--- src/rtl/step_pace_pkg.sv ---
package step_pace_pkg;
  localparam int unsigned DEF_WAIT_W = 4;
  localparam int unsigned MAX_STEP_CYC = 1 << DEF_WAIT_W;
endpackage

--- src/rtl/step_pace_live.sv ---
module step_pace_live (
  input  logic clk,
  input  logic rst_n,
  input  logic run_i,
  input  logic ctx_valid_i,
  output logic live_o
);
  logic armed_q;

  always_ff @(posedge clk or negedge rst_n) begin
    if (!rst_n) armed_q <= 1'b0;
    else        armed_q <= 1'b1;
  end

  assign live_o = armed_q && run_i && ctx_valid_i;
endmodule

--- src/rtl/step_pace_count.sv ---
module step_pace_count #(
  parameter int unsigned WAIT_W = step_pace_pkg::DEF_WAIT_W
) (
  input  logic              clk,
  input  logic              rst_n,
  input  logic              live_i,
  input  logic [WAIT_W-1:0] wait_i,
  output logic              fire_o
);
  localparam logic [WAIT_W-1:0] ONE = WAIT_W'(1);

  logic [WAIT_W-1:0] left_q;
  logic              busy_q;

  assign fire_o = live_i && (busy_q ? (left_q == '0) : (wait_i == '0));

  always_ff @(posedge clk or negedge rst_n) begin
    if (!rst_n) begin
      left_q <= '0;
      busy_q <= 1'b0;
    end else if (live_i) begin
      if (fire_o) begin
        busy_q <= 1'b0;
      end else if (!busy_q) begin
        left_q <= wait_i - ONE;
        busy_q <= 1'b1;
      end else begin
        left_q <= left_q - ONE;
      end
    end
  end
endmodule

--- src/rtl/step_pace_ctrl.sv ---
module step_pace_ctrl #(
  parameter int unsigned WAIT_W = step_pace_pkg::DEF_WAIT_W
) (
  input  logic              clk,
  input  logic              rst_n,
  input  logic              run_i,
  input  logic              ctx_valid_i,
  input  logic [WAIT_W-1:0] wait_i,
  output logic              step_en_o,
  output logic              gclk_en_o
);
  logic live;

  step_pace_live u_live (
    .clk         (clk),
    .rst_n       (rst_n),
    .run_i       (run_i),
    .ctx_valid_i (ctx_valid_i),
    .live_o      (live)
  );

  step_pace_count #(.WAIT_W(WAIT_W)) u_count (
    .clk    (clk),
    .rst_n  (rst_n),
    .live_i (live),
    .wait_i (wait_i),
    .fire_o (step_en_o)
  );

  assign gclk_en_o = live;
endmodule

--- config.mk ---
export PLATFORM = sky130hd
export DESIGN_NAME = step_pace_ctrl
export DESIGN_NICKNAME = d
export VERILOG_FILES = /design/src/rtl/step_pace_pkg.sv /design/src/rtl/step_pace_live.sv /design/src/rtl/step_pace_count.sv /design/src/rtl/step_pace_ctrl.sv
export SDC_FILE = /design/constraint.sdc
export NUM_CORES = 1
export LEC_CHECK = 0
export BUFFER_PORTS_ARGS = -buffer_cell sky130_fd_sc_hd__buf_2
export CORE_AREA = 4 4 41 43
export CTS_CLUSTER_SIZE = 10
export DETAILED_ROUTE_END_ITERATION = 8
export DIE_AREA = 0 0 45 47
export PLACE_DENSITY = 0.54
export SYNTH_ARGS = -nofsm -noshare
export SYNTH_HDL_FRONTEND = slang
export SYNTH_SLANG_ARGS = --single-unit
--- constraint.sdc ---
create_clock -name clk -period 5.28 [get_ports clk]
set_input_delay 0.792 -clock clk [delete_from_list [all_inputs] [get_ports clk]]
set_output_delay 0.792 -clock clk [all_outputs]
set_load 0.1 [all_outputs]
# Word-level counts from Yosys, hierarchy flattened
# Cells that the tools add are included.
# Widths: inputs -> output; s select.
# word_totals
register_bits	6
output_inout_bits	2
# op_classes
addsub	2
muxes	3
bitwise_logic	1
reduce_logical	6
# ops
operator	n
$logic_not 4->1	2
$sub 4x1->4 const B	2
$mux 4	1
$logic_and 1x1->1	3
$mux 1	2
$reduce_and 2->1	1
$not 1->1	1

# Logic depth before layout (Yosys ltp)
# depth
ltp_word	5
mapped_depth	7

# Cells and area by module
# Synthesis repeated with hierarchy kept, for this count alone.
# unflattened
hier_cells	34
area_unflattened_um2	340.3
# by_module_without_submodules
mod	n_inst	cells_per_inst	area_per_inst_um2
step_pace_count	1	31	305.3
step_pace_live	1	3	35.0

# Worst setup path after synthesis
# No wires, ideal clock.
# synth_path
path_kind	in2out
startpoint	input port ctx_valid_i
endpoint	output port step_en_o
t_arrival_ns	2.442
required_time_ns	4.488
setup_slack_ns	2.046
stages	3
path_buffers	0
path_cell_list	nand3_2 > inv_1 > and2_1
# synth_between
elab_chain_len	2
# synth_lines
item	line_no	text
from (decl)	step_pace_ctrl.sv:7	input logic ctx_valid_i,
$logic_and 1x1->1	step_pace_live.sv:15	assign live_o = armed_q && run_i && ctx_valid_i;
via gclk_en_o	step_pace_ctrl.sv:10	output logic gclk_en_o
$logic_and 1x1->1	step_pace_count.sv:15	assign fire_o = live_i && (busy_q ? (left_q == '0) : (wait_i == '0));
to (decl)	step_pace_ctrl.sv:9	output logic step_en_o,
# The timed path passes the listed nets, and every way through them passes these cells.

# Worst setup path in the final report
# layout_path
startpoint	input port wait_i[3]
endpoint	output port step_en_o
# layout_between
elab_chain_len	3
# layout_lines
item	line_no	text
from (decl)	step_pace_ctrl.sv:8	input logic [WAIT_W-1:0] wait_i,
$logic_not 4->1	step_pace_count.sv:15	
$mux 1	step_pace_count.sv:15	
$logic_and 1x1->1	step_pace_count.sv:15	
# Every way passes these cells.

==> run_results.csv <==
group,metric,value,unit
status,run_status,"complete, no violations",
setup_path,crit_family,"simple AND/OR/NAND/NOR gates",
power,p_int,0.1322,mW
synthesis,synth.top_cells.by_count,"6 x dfrtp_1, 3 x mux2i_1, 2 x o21ai_0, 2 x o31ai_1",
clock_network,cts.repair.resized,0,
floorplanning,io_pins,10,
layout,syn2layout_area_growth,19.17,%
placed_design,dp_cells,58,
clock_network,h-tree-depth,1,
timing,finalSetupTns,0,ns
clock_network,cts_buffers,3,
placed_design,dpl_cell_area,444.2,sq um
setup_path,crit_chain,"buf_2, or4_4, o22ai_4, and2_1, buf_2",
power,comb_power_share,40.0,%
drt,postRouteAntennaNets,0,
clock_network,clk_latency,0.24,ns
grt,grt_pass1_wl,1228,um
setup_path,crit_top_cell,"buf_2",
floorplanning,die_area,2115,sq um
timing,report.final.slew_viol_count,0,
synthesis,synth_top_area_share,38.34,%
timing,fin_crit,3.065,ns
setup_path,critPathArrivalTime,2.27,ns
placed_design,port-buffer-count,9,
synthesis,synth.most_common_cell,"dfrtp_1",
power,p_switching,0.07487,mW
drt,first_iter_violations,2,
timing,rsz0062_at_grt,"false",
power,p_per_area,443.7,nW/um^2
floorplanning,start_util,30.10,%
flow_run,cap_violations,0,
floorplanning,die_x,45,um
placed_design,gp_congestion,0.6688,
setup_path,cp_max_fo,9,
power,switching_share,36.16,%
layout,n_antenna_cell,0,
setup_path,crit_required,4.49,ns
setup_path,critPathCaptureType,"output pin",
layout,multiInputGateArea,226.5,sq um
timing,hold_viol,0,
clock_network,clock-sinks,6,
drt,vias,295,
grt,grt_max_degree,11,
clock_network,post_cts_buffers,0,
placed_design,dpl_worst_slack,2.206,ns
setup_path,cpPeakStageDelay,0.54,ns
timing,finalCritPeriodShare,58.05,%
worst_hold_path,hp-class,"input pin to async pin",
floorplanning,core.rowCount,13,
drt,first_pass_iters,2,
synthesis,syn_nets,44,
layout,fin_cells,61,
grt,gr-total-overflow,0,
layout,postLayoutCellArea,466.7,sq um
power,p_seq_share,40.0,%
power,ir_worst_vdd,0.0001377,V
drt,via_per_inst,4.836,
clock_network,cts_root_buf,"clkbuf_4",
layout,drive_gt1_share,41.30,%
setup_path,crit_buf_inv,2,
drt,drt-total-wl,679,um
synthesis,ys_top_cells_by_area,"dfrtp_1 38%, mux2i_1 7.7%, o22ai_4 5.1%",
timing,finalSetupViolations,0,
synthesis,synth_ff_type,"dfrtp_1",
layout,n_fill_cell,139,
layout,final-seq-area,150.1,sq um
synthesis,synth_top_cell_by_area,"dfrtp_1",
clock_network,cts_tree,"done",
power,power_frac_clock,20.1,%
drt,wl_per_cell,11.13,um
layout,nNetsFinal,57,
setup_path,critPathKind,"input pin to output pin",
synthesis,synth_cell_types,26,
clock_network,cts.clk_slew.worst_paths,0.04,ns
grt,grt_usage,8.340,%
floorplanning,core_area,1301,sq um
timing,fmax,326.3,MHz
synthesis,async_reset_ff_share,100.0,%
power,total_power,0.2071,mW
synthesis,yosys_warnings,0,
placed_design,dp_hpwl,551,um
synthesis,synth_area,391.6,sq um
setup_path,critPathLaunchType,"input pin",
synthesis,ys_ff_latch,6,
setup_path,slowest_stage,"or4_4",
clock_network,hold_buffers,0,
synthesis,synth_area_per_cell,11.19,sq um
floorplanning,fp.dieH,47,um
grt,grt_antenna_before_repair,0,
timing,fin_skew,0.001164,ns
synthesis,synthCells,35,
timing,setup_ws,2.215,ns
clock_network,clockBufferDepth,2,
drt,drc,0,
synthesis,ys_seq_area_share,38.34,%
power,p_leak,0.2212,nW
synthesis,synth-edff-count,0,
grt,grt_pass1_vias,276,
logic make-up after synthesis:
group                      Yosys count  synth area share [%]
muxes                                4                 11.50
and+or+nand+nor                     11                 19.81
AOI/OAI and AO/OA                    9                 20.13
other                                1                0.9575
DFF                                  6                 38.34
adders and majority gates            1                 3.194
buffers and inverters                2                 3.833
xor gates and xnor gates             1                 2.237
path summary, 6_finish.rpt:
check                                              startpoint                       endpoint  slack [ns]  depth (start not counted)
max in group asynchronous                               rst_n  u_count.left_q[2]$_DFFE_PN0P_        4.77                          1
worst max register to register     u_count.busy_q$_DFFE_PN0P_  u_count.left_q[2]$_DFFE_PN0P_        3.37                          6
worst min-delay path                                    rst_n     u_count.busy_q$_DFFE_PN0P_        0.37                          1
min in group clk                u_count.left_q[0]$_DFFE_PN0P_  u_count.left_q[0]$_DFFE_PN0P_        0.54                          1
worst max-delay path                                wait_i[3]                      step_en_o        2.22                          5
worst min register to register  u_count.left_q[0]$_DFFE_PN0P_  u_count.left_q[0]$_DFFE_PN0P_        0.54                          1
per-layer routing:
layer / track usage, % / vias up / wire length [um]
li1: - / 154 / -
met1: 9.931 / 134 / 294
met2: 12.15 / 5 / 341
met3: 2.682 / 2 / 33
met4: 7.018 / 0 / 10
met5: 0 / - / 0
state kept, by name, indices dropped and copies added (netlist names):
signal / flops
u_count.busy_q: 1
u_count.left_q: 4
u_live.armed_q: 1
placed cells by master, fill, tap and decap left out:
master,instances
a211o_1,1
a21o_1,1
a22oi_1,1
a32o_1,1
and2_1,1
buf_2,9
clkbuf_4,3
conb_1,1
dfrtp_1,6
ha_1,1
inv_1,1
mux2_4,1
mux2i_1,3
nand2_1,1
nand3_1,1
nand3_2,1
nor2_1,1
nor2_2,1
nor3_1,1
o21ai_0,2
o22ai_4,1
o31ai_1,2
or2_2,1
or3_1,1
or4_4,1
or4b_4,1
xor2_1,1
per-stage QoR:
step	util [%]	hold WS, ns
final	35.87	0.3670
after detailed placement	34.13	0.5268
after global placement	34.13	0.5392
after global routing	35.87	0.3751
after floorplan	-	0.4964
after CTS	35.87	0.3642
final cells by class:
| type | instances | area share (%) |
|---|---|---|
| clock buffer | 3 | 4.826 |
| inverter | 1 | 0.8043 |
| multi-input combinational | 27 | 48.53 |
| sequential | 6 | 32.17 |
| tap | 15 | 4.021 |
| timing repair buffer | 9 | 9.651 |
power by group through the flow:
stage | Combinational [mW] | Clock, mW | Sequential [mW]
2_1_floorplan | 0.0795 | 0 | 0.0744
3_3_place_gp | 0.0846 | 0 | 0.0843
3_5_place_dp | 0.0837 | 0 | 0.0833
4_1_cts | 0.0840 | 0.0436 | 0.0827
5_1_grt | 0.0917 | 0.0457 | 0.0867
6_report | 0.0828 | 0.0415 | 0.0828
Note: power is estimated with default switching activity, not from simulation.
